$ cat src/rtl/vtg_pkg.sv
package vtg_pkg;
  typedef enum logic [1:0] {
    VR_SYNC  = 2'd0,
    VR_BACK  = 2'd1,
    VR_ACT   = 2'd2,
    VR_FRONT = 2'd3
  } vreg_e;

  localparam logic [1:0] MODE_PULSE = 2'd0;
  localparam logic [1:0] MODE_BURST = 2'd2;
  localparam int         MASK_W     = 6;
endpackage

$ cat src/rtl/vtg_shadow.sv
module vtg_shadow #(
  parameter int HW = 15,
  parameter int VW = 12,
  parameter int MW = 6
) (
  input  logic          clk,
  input  logic          rst_n,
  input  logic          load,
  input  logic [HW-1:0] i_hsa,
  input  logic [HW-1:0] i_hbp,
  input  logic [HW-1:0] i_hline,
  input  logic [VW-1:0] i_vsa,
  input  logic [VW-1:0] i_vbp,
  input  logic [VW-1:0] i_vact,
  input  logic [VW-1:0] i_vfp,
  input  logic [1:0]    i_mode,
  input  logic [MW-1:0] i_mask,
  output logic [HW-1:0] q_hsa,
  output logic [HW-1:0] q_hbp,
  output logic [HW-1:0] q_hline,
  output logic [VW-1:0] q_vsa,
  output logic [VW-1:0] q_vbp,
  output logic [VW-1:0] q_vact,
  output logic [VW-1:0] q_vfp,
  output logic [1:0]    q_mode,
  output logic [MW-1:0] q_mask,
  output logic          q_err
);
  localparam int SW = HW + 1;

  logic [SW-1:0] blank_sum;
  assign blank_sum = {1'b0, i_hsa} + {1'b0, i_hbp};

  always_ff @(posedge clk or negedge rst_n) begin
    if (!rst_n) begin
      q_hsa   <= '0;
      q_hbp   <= '0;
      q_hline <= '0;
      q_vsa   <= '0;
      q_vbp   <= '0;
      q_vact  <= '0;
      q_vfp   <= '0;
      q_mode  <= '0;
      q_mask  <= '0;
      q_err   <= 1'b1;
    end else if (load) begin
      q_hsa   <= i_hsa;
      q_hbp   <= i_hbp;
      q_hline <= i_hline;
      q_vsa   <= i_vsa;
      q_vbp   <= i_vbp;
      q_vact  <= i_vact;
      q_vfp   <= i_vfp;
      q_mode  <= i_mode;
      q_mask  <= i_mask;
      q_err   <= ({1'b0, i_hline} <= blank_sum);
    end
  end

  p_cfg_frozen_r9: assert property (@(posedge clk) disable iff (!rst_n)
    !load |=> ($stable(q_hline) && $stable(q_mode) && $stable(q_vact) && $stable(q_mask)))
    else $error("settings changed without a frame-boundary load");
endmodule

$ cat src/rtl/vtg_hcount.sv
module vtg_hcount #(
  parameter int HW = 15
) (
  input  logic          clk,
  input  logic          rst_n,
  input  logic          active,
  input  logic [HW-1:0] hsa,
  input  logic [HW-1:0] hbp,
  input  logic [HW-1:0] hline,
  output logic [HW-1:0] hcnt,
  output logic          line_end,
  output logic          in_sync,
  output logic          in_back,
  output logic          in_rest
);
  localparam int SW = HW + 1;

  logic [SW-1:0] rest_pos;
  assign rest_pos = {1'b0, hsa} + {1'b0, hbp};

  assign line_end = active && (hcnt == hline - 1'b1);
  assign in_sync  = active && (hcnt < hsa);
  assign in_back  = active && !in_sync && ({1'b0, hcnt} < rest_pos);
  assign in_rest  = active && ({1'b0, hcnt} >= rest_pos);

  always_ff @(posedge clk or negedge rst_n) begin
    if (!rst_n)                 hcnt <= '0;
    else if (!active || line_end) hcnt <= '0;
    else                        hcnt <= hcnt + 1'b1;
  end

  p_hcnt_in_line_r2: assert property (@(posedge clk) disable iff (!rst_n)
    active |-> (hcnt < hline))
    else $error("horizontal position beyond line length");
endmodule

$ cat src/rtl/vtg_vseq.sv
module vtg_vseq
  import vtg_pkg::*;
#(
  parameter int VW = 12
) (
  input  logic          clk,
  input  logic          rst_n,
  input  logic          active,
  input  logic          line_end,
  input  logic [VW-1:0] len_sync,
  input  logic [VW-1:0] len_back,
  input  logic [VW-1:0] len_act,
  input  logic [VW-1:0] len_front,
  output vreg_e         vreg,
  output logic [VW-1:0] vline,
  output logic          frame_end
);
  logic [VW-1:0] cur_len;
  logic          last_line;

  always_comb begin
    case (vreg)
      VR_SYNC: cur_len = len_sync;
      VR_BACK: cur_len = len_back;
      VR_ACT:  cur_len = len_act;
      default: cur_len = len_front;
    endcase
  end

  assign last_line = ({1'b0, vline} + {{VW{1'b0}}, 1'b1}) >= {1'b0, cur_len};
  assign frame_end = line_end && last_line && (vreg == VR_FRONT);

  always_ff @(posedge clk or negedge rst_n) begin
    if (!rst_n) begin
      vreg  <= VR_SYNC;
      vline <= '0;
    end else if (!active) begin
      vreg  <= VR_SYNC;
      vline <= '0;
    end else if (line_end) begin
      if (last_line) begin
        vline <= '0;
        case (vreg)
          VR_SYNC: vreg <= VR_BACK;
          VR_BACK: vreg <= VR_ACT;
          VR_ACT:  vreg <= VR_FRONT;
          default: vreg <= VR_SYNC;
        endcase
      end else begin
        vline <= vline + 1'b1;
      end
    end
  end

  p_region_held_r4: assert property (@(posedge clk) disable iff (!rst_n)
    (active && line_end && !last_line) |=> $stable(vreg))
    else $error("vertical region left before its last line");
endmodule

$ cat src/rtl/vid_frame_timer.sv
module vid_frame_timer
  import vtg_pkg::*;
#(
  parameter int HW = 15,
  parameter int VW = 12
) (
  input  logic          clk,
  input  logic          rst_n,
  input  logic          power_up,
  input  logic [HW-1:0] cfg_hsync_cyc,
  input  logic [HW-1:0] cfg_hback_cyc,
  input  logic [HW-1:0] cfg_line_cyc,
  input  logic [VW-1:0] cfg_vsync_lines,
  input  logic [VW-1:0] cfg_vback_lines,
  input  logic [VW-1:0] cfg_vact_lines,
  input  logic [VW-1:0] cfg_vfront_lines,
  input  logic [1:0]    cfg_mode,
  input  logic [5:0]    cfg_lp_mask,
  output logic          hsync_reg,
  output logic          hback_reg,
  output logic          hrest_reg,
  output logic          vsync_reg,
  output logic          vback_reg,
  output logic          vact_reg,
  output logic          vfront_reg,
  output logic          hs_start,
  output logic          hs_end,
  output logic          vs_start,
  output logic          vs_end,
  output logic          lp_allow,
  output logic          cfg_err
);
  logic [HW-1:0]     sh_hsa, sh_hbp, sh_hline, hcnt;
  logic [VW-1:0]     sh_vsa, sh_vbp, sh_vact, sh_vfp, vline;
  logic [1:0]        sh_mode;
  logic [MASK_W-1:0] sh_mask;
  logic              sh_err, run, active, load;
  logic              line_end, frame_end, in_sync, in_back, in_rest;
  logic              is_pulse, is_burst, line_first;
  vreg_e             vreg;

  always_ff @(posedge clk or negedge rst_n) begin
    if (!rst_n) run <= 1'b0;
    else        run <= power_up;
  end

  assign active = run && !sh_err;
  assign load   = power_up && (!run || sh_err || frame_end);

  vtg_shadow #(.HW(HW), .VW(VW), .MW(MASK_W)) u_shadow (
    .clk(clk), .rst_n(rst_n), .load(load),
    .i_hsa(cfg_hsync_cyc), .i_hbp(cfg_hback_cyc), .i_hline(cfg_line_cyc),
    .i_vsa(cfg_vsync_lines), .i_vbp(cfg_vback_lines),
    .i_vact(cfg_vact_lines), .i_vfp(cfg_vfront_lines),
    .i_mode(cfg_mode), .i_mask(cfg_lp_mask),
    .q_hsa(sh_hsa), .q_hbp(sh_hbp), .q_hline(sh_hline),
    .q_vsa(sh_vsa), .q_vbp(sh_vbp), .q_vact(sh_vact), .q_vfp(sh_vfp),
    .q_mode(sh_mode), .q_mask(sh_mask), .q_err(sh_err)
  );

  vtg_hcount #(.HW(HW)) u_hcount (
    .clk(clk), .rst_n(rst_n), .active(active),
    .hsa(sh_hsa), .hbp(sh_hbp), .hline(sh_hline),
    .hcnt(hcnt), .line_end(line_end),
    .in_sync(in_sync), .in_back(in_back), .in_rest(in_rest)
  );

  vtg_vseq #(.VW(VW)) u_vseq (
    .clk(clk), .rst_n(rst_n), .active(active), .line_end(line_end),
    .len_sync(sh_vsa), .len_back(sh_vbp), .len_act(sh_vact), .len_front(sh_vfp),
    .vreg(vreg), .vline(vline), .frame_end(frame_end)
  );

  assign is_pulse   = (sh_mode == MODE_PULSE);
  assign is_burst   = (sh_mode == MODE_BURST);
  assign line_first = active && (hcnt == '0);

  assign hsync_reg  = in_sync;
  assign hback_reg  = in_back;
  assign hrest_reg  = in_rest;
  assign vsync_reg  = active && (vreg == VR_SYNC);
  assign vback_reg  = active && (vreg == VR_BACK);
  assign vact_reg   = active && (vreg == VR_ACT);
  assign vfront_reg = active && (vreg == VR_FRONT);

  assign hs_start = line_first;
  assign hs_end   = is_pulse && active && (hcnt == sh_hsa);
  assign vs_start = line_first && (vreg == VR_SYNC) && (vline == '0);
  assign vs_end   = is_pulse && line_first && (vreg == VR_BACK) && (vline == '0);
  assign cfg_err  = run && sh_err;

  always_comb begin
    lp_allow = 1'b0;
    if (active) begin
      if (in_sync) begin
        lp_allow = !is_pulse && sh_mask[5];
      end else begin
        case (vreg)
          VR_SYNC: lp_allow = sh_mask[0];
          VR_BACK: lp_allow = sh_mask[1];
          VR_ACT:  lp_allow = in_back ? sh_mask[3] : (sh_mask[4] && is_burst);
          default: lp_allow = sh_mask[2];
        endcase
      end
    end
  end

  p_quiet_when_off_r1: assert property (@(posedge clk) disable iff (!rst_n)
    !run |-> !(hsync_reg || hback_reg || hrest_reg || vsync_reg || hs_start || lp_allow))
    else $error("outputs active while powered down");

  p_one_hregion_r3: assert property (@(posedge clk) disable iff (!rst_n)
    active |-> ($countones({hsync_reg, hback_reg, hrest_reg}) == 1))
    else $error("horizontal regions not exclusive");

  p_err_quiet_r8: assert property (@(posedge clk) disable iff (!rst_n)
    cfg_err |-> !(hs_start || vs_start || vact_reg || lp_allow))
    else $error("timing produced with invalid settings");

  p_vs_end_on_line_r5: assert property (@(posedge clk) disable iff (!rst_n)
    vs_end |-> (hs_start && vback_reg))
    else $error("vertical sync end off a line start");
endmodule

$ cat config.mk
export PLATFORM = sky130hd
export DESIGN_NAME = vid_frame_timer
export DESIGN_NICKNAME = d
export VERILOG_FILES = /design/src/rtl/vtg_pkg.sv /design/src/rtl/vtg_shadow.sv /design/src/rtl/vtg_hcount.sv /design/src/rtl/vtg_vseq.sv /design/src/rtl/vid_frame_timer.sv
export SDC_FILE = /design/constraint.sdc
export NUM_CORES = 1
export LEC_CHECK = 0
export ABC_CLOCK_PERIOD_IN_PS = 7900
export BUFFER_PORTS_ARGS = -buffer_cell sky130_fd_sc_hd__buf_2
export CAP_MARGIN = 25
export CORE_UTILIZATION = 40
export CTS_CLUSTER_DIAMETER = 80
export DETAILED_ROUTE_END_ITERATION = 6
export PLACE_DENSITY = 0.57
export RECOVER_POWER = 25
export SETUP_SLACK_MARGIN = 0.15
export SLEW_MARGIN = 10
export SYNTH_ARGS = -nofsm -noshare
export SYNTH_HDL_FRONTEND = slang
export SYNTH_SLANG_ARGS = --single-unit
$ cat constraint.sdc
create_clock -name clk -period 7.9 [get_ports clk]
set_input_delay 1.58 -clock clk [delete_from_list [all_inputs] [get_ports clk]]
set_output_delay 1.58 -clock clk [all_outputs]
set_load 0.005 [all_outputs]
# [Yosys cells after proc, flatten, opt, wreduce, memory -nomap -nowiden]
# Cells that the tools add are included.
[op_classes] add_sub_neg=6 magnitude_cmp=5 n_eq_ne=8 n_mux=13 reduce_logical=37
[ops] op="12-bit two-way mux" count=3
[ops] op="12-bit case mux with 3 select lines" count=1
[ops] op="15-bit by 15-bit adder with 16-bit output" count=2
[ops] op="15-bit equality test" count=2
[ops] op="1-bit logical AND" count=24
[ops] op="15-bit by 16-bit >= comparator with 1-bit output" count=1
[ops] op="15-bit by 16-bit <= comparator with 1-bit output" count=1
[ops] op="15-bit by 16-bit less-than comparator with 1-bit output" count=1
[ops] op="15-bit by 1-bit adder with 15-bit output (second input constant)" count=1
[ops] op="15-bit logical NOT" count=1
[ops] op="15-bit less-than comparator" count=1
[ops] op="15-bit two-way mux" count=1
[ops] op="15-bit by 1-bit subtractor with 15-bit output (second input constant)" count=1
[ops] op="12-bit by 1-bit adder with 13-bit output (second input constant)" count=1
[ops] op="13-bit by 12-bit >= comparator with 1-bit output" count=1
[ops] op="12-bit by 1-bit adder with 12-bit output (second input constant)" count=1
[ops] op="12-bit logical NOT" count=1
[ops] op="2-bit equality test (second input constant)" count=3
[ops] op="2-bit two-way mux" count=3
[ops] op="2-bit case mux with 3 select lines" count=1
[ops] op="1-bit logical NOT" count=5
[ops] op="2-bit logical NOT" count=2
[ops] op="2-bit by 1-bit inequality test with 1-bit output (second input constant)" count=2
[ops] op="1-bit logical OR" count=3
[ops] op="4 further kinds" count=6
[totals] ff_bits=132 in_bits=104 out_inout_bits=13 wordCells=83

# [Depth between registers and ports, before layout]
[logic_depth] word_depth=10 depth_mapped=18 depth_no_buf=17

# [Hierarchy]
# From an unflattened synthesis, not the netlist that was laid out.
[unflattened] cells_unflattened=886 hier_area_um2=9275.1
[by_module_without_submodules] module="vtg_shadow" instances=1 cells_each=338 area_each_um2=4717.0 seq_area_each_um2=2553.7
[by_module_without_submodules] module="vtg_hcount" instances=1 cells_each=332 area_each_um2=2678.8 seq_area_each_um2=375.4
[by_module_without_submodules] module="vtg_vseq" instances=1 cells_each=161 area_each_um2=1412.6 seq_area_each_um2=350.3
[by_module_without_submodules] module="vid_frame_timer" instances=1 cells_each=55 area_each_um2=466.7 seq_area_each_um2=25.0

# [Worst setup path after synthesis]
# Ideal clock, no wire load.
[synth_path] kind="register to output" startpoint="register u_shadow.q_hsa[0]" endpoint="output hback_reg" arrival_ns=3.309 t_required_ns=6.320 path_slack_ns=3.011 path_stages_with_launch=18 n_path_buf=0 path_cell_list="dfrtp_1 ha_1 fa_1 a21o_1 a21oi_1 o21bai_1 a31oi_1 nor2b_1 nor2_1 xor2_1 ha_1 nand4_1 a21oi_1 a2111oi_0 nor2_1 a211o_1 nand2b_1 and3_1"
[synth_between] elab_chain_cells=5 elab_cells_between_ends=7 classes_between="1 x add/sub; 2 x order compare; 4 x reduce/logical"
[synth_lines] item="start: declaration" line="vtg_shadow.sv:18" rtl="output logic [HW-1:0] q_hsa,"
[synth_lines] item="start signal: assignment" line="vtg_shadow.sv:47" rtl="q_hsa <= i_hsa;"
[synth_lines] item="branches (longest 4 deep; another with 15-bit by 15-bit adder with 16-bit output)"
[synth_lines] item="1-bit logical AND (*)" line="vtg_hcount.sv:23" rtl="assign in_back = active && !in_sync && ({1'b0, hcnt} < rest_pos);"
[synth_lines] item="end: declaration" line="vid_frame_timer.sv:20" rtl="output logic hback_reg,"
# Mark *: on every way between the ends.

# [Worst setup path after layout]
[layout_path] startpoint="register u_shadow.q_hsa[0]" endpoint="output lp_allow"
[layout_between] elab_chain_cells=9 elab_cells_between_ends=11 classes_between="1 x add/sub; 2 x order compare; 4 x mux; 4 x reduce/logical"
[layout_lines] item="branches (longest 7 deep; another with 15-bit by 15-bit adder with 16-bit output)"
[layout_lines] item="1-bit two-way mux (*)" line="vid_frame_timer.sv:95" rtl="if (in_sync) begin"
[layout_lines] item="1-bit two-way mux (*)" line="vid_frame_timer.sv:94" rtl="if (active) begin"
[layout_lines] item="end: declaration" line="vid_frame_timer.sv:30" rtl="output logic lp_allow,"
# Marks and branches as above.

==> impl_results.md <==
* Port bufs at 116
* Yosys reg bits at 132
* Outcome: finished with violations
* Syn nets at 1062
* Post-cts sizing count at 0
* Critical Path RT at 6.32 ns
* Inserted Clock Buffers at 17
* Clock Skew at 0.01352 ns
* Adder-Cell Fraction of Synth Area at roughly 14%
* Residual DRC at 0
* Initial antenna violation count at 0
* Global route total overflow at 0
* Wire per inst at approximately 18 um
* Post-CTS setup buffer count at 0
* Netlist cell types at 57
* Depth of the CTS H-tree at 4
* Failing checks: capacitance limit, slew limit
* Largest family of logic cells by synthesized area: simple AND/OR/NAND/NOR gates
* Via density at 5.457
* Tcrit/Tclk final at 76.20%
* Most numerous cell in the Yosys netlist: dfrtp_1
* Synth Warn # at 0
* Area Overhead vs Synth at 15.05%
* Initial DRC Count at 444
* Clk_lat worst skew at 0.43 ns
* TritonCTS clock tree: built
* Max Clock Freq at 0.1661 GHz
* Hpwl dp at 17720 um
* Worst hold path type: flop to flop
* Fin Setup TNS at 0 ns
* Period minus WS final at 6.019 ns
* Proportion of layout cells with a drive suffix above 1 at between 10% and 20%
* Crit Path Category: flop to output pin
* Die area at 0.02290 mm2
* Max_slew headroom at -145.4%
* Proportion of synthesized area in mux cells at 12.86%
* Die H at 151.3 um
* Hold buffers post-CTS at 0
* Xor and xnor fraction of the mapped netlist area at 6.481%
* Post-Place Cells at approximately 1200
* Clock slew at reported path FFs at 0.07 ns
* Post-synthesis sequential area ratio at 37.05%
* Synth area leader: dfrtp_1
* Fin. max-slew vios at 70
* P per Cell Area at 295.4 mW/mm2
* Dominant cells by area after synthesis: dfrtp_1 (37%), ha_1 (13%), mux2_1 (10%)
* Leakage at 0.004823 uW
* Clk sinks at 132
* RSZ-0062 raised after global routing: false
* Cells on worst reg2reg path at 13
* Final hold violations at 0
* Drt pass-1 iters at 5
* Async SR Flop Fraction at 100.0%
* Final setup fails at 0
* VDD IR max at 0.1625 mV
* Largest net degree at the start of global routing at 72
* Nets at 1171
* Max-cap viol count at 1
* Worst Path Arrival at 4.44 ns
* Gp weighted congestion at between 0.8 and 0.9
* First-pass GRT wire length at 37030 um
* Utilization after layout at around 47%
* CP endpoint kind: output pin
* Critical Path Fanout Max at 3
* Flop-to-flop setup slack at between 3 and 4 ns
* GRT Total Usage at 21.44%
* Post-synth EDFFs at 0
* Post-route insts no fill at 1262
* Die Wd at around 150 um
* Antenna-violating nets left at 0
* Worst hold stages at 1
* Yosys top cell area share at 36.76%
* Gate Count Post-Synth at 860
* Antenna cell count at 0
* Top Ports at 117
* Vias at approximately 6900
* Synth cell count leaders: dfrtp_1 (131), ha_1 (96), mux2_1 (79)
* Core Box Area at 0.02182 mm2
* Post-synthesis simple-gate area fraction at 14.20%
* Mean area per synthesized cell at 10.37 um2
* Vias in the first global route at between 6000 and 7000
* CP Launch Type: flop
* Clock Path Buffers at 2
* Slew @ Worst Pin at approximately 3.7 ns
* FP Rows at 54
* Routed WL at 23090 um
* Clock root cell: clkbuf_16
* Synth Area in Compound Gates at a little under an eighth
* Synth Flop Type: dfrtp_1
* Cell Area, Synth at just under 0.009 mm2
* Starting Density at between 40% and 50%
registers in the layout, indices dropped and copies added (netlist names):
name / count
u_vseq.vreg: 2
u_vseq.vline: 12
u_shadow.q_vfp: 12
u_shadow.q_hline: 15
u_shadow.q_hbp: 15
u_shadow.q_hsa: 15
run: 1
u_shadow.q_vsa: 12
u_hcount.hcnt: 15
u_shadow.q_mode: 2
u_shadow.q_err: 1
u_shadow.q_vbp: 12
u_shadow.q_mask: 6
u_shadow.q_vact: 12
logic make-up after synthesis:
family                   Yosys count
AO/OA/AOI/OAI                    162
XOR/XNOR                          66
adder cells (fa/ha/maj)           98
buffers and inverters             64
flip-flops                       132
multiplexers                     102
AND/OR/NAND/NOR                  236
final timing paths:
path	start	to
worst max-delay path	u_shadow.q_hsa[0]	lp_allow
worst max register to register	u_vseq.vreg[0]	u_shadow.q_hline[12]
min in group asynchronous	rst_n	u_shadow.q_hsa[10]
worst min register to register	u_shadow.q_vfp[1]	u_shadow.q_vfp[1]
max in group asynchronous	rst_n	u_vseq.vline[6]
worst min-delay path	u_shadow.q_vfp[1]	u_shadow.q_vfp[1]
routing by layer:
metal	part of all wire (%)	GRT usage (%)	wire [um]
met5	0	0	0
met3	3.9	4.217	900
met1	50	31.17	11440
met2	45	32.51	10440
met4	1.3	5.000	304
placed cells by master, fill, tap and decap left out, drive strengths merged, types with 26 or more instances in the layout:
cell / instances
dfrtp: 131
buf: 118
mux2: 101
ha: 96
o21ai: 46
inv: 44
a21oi: 42
xnor2: 40
nand2: 40
nand3: 39
nor2: 35
xor2: 26
critical path, cell delays in order, from the launching register on:
cell and delay [ns]:
dfrtp_1 0.40, ha_1 0.25, fa_1 0.41, a21o_1 0.17, a21oi_1 0.22, o21bai_1 0.11
a31oi_1 0.30, nor2b_1 0.09, nor2_1 0.12, xor2_1 0.20, ha_1 0.28, nand4_1 0.12
a21oi_1 0.05, a2111oi_0 0.38, nor2_1 0.11, a211oi_1 0.37, o2111ai_1 0.17, o211ai_1 0.13
buf_2 0.15
power by group:
group / switching [uW] / internal (uW) / leakage, uW
Clock: 366 / 423 / 0.000278
Combinational: 641 / 564 / 0.00294
Sequential: 164 / 874 / 0.00161
stage by stage:
| step | hold slack [ns] | power, uW | setup WS (ns) | instance area, um2 |
|---|---|---|---|---|
| after CTS | 0.4848 | 3053 | 1.835 | 10250 |
| after global routing | 0.5020 | 3265 | 1.463 | 10260 |
| final | 0.4832 | 3031 | 1.881 | 10260 |
| after global placement | 0.4631 | 2226 | 2.382 | 9672 |
| after detailed placement | 0.4705 | 2251 | 2.329 | 9672 |
| after floorplan | 0.4484 | 1935 | 3.011 | 8919 |
area by class of cell:
class	count	area, um2
Timing Repair Buffer	120	615.6
Fill cell	2083	11560
Clock buffer	17	425.4
Sequential cell	132	3304
Multi-Input combinational cell	664	5280
Clock inverter	15	157.7
Inverter	34	127.6
Tap cell	280	350.3
No activity file was read; power rests on OpenSTA's default activity.
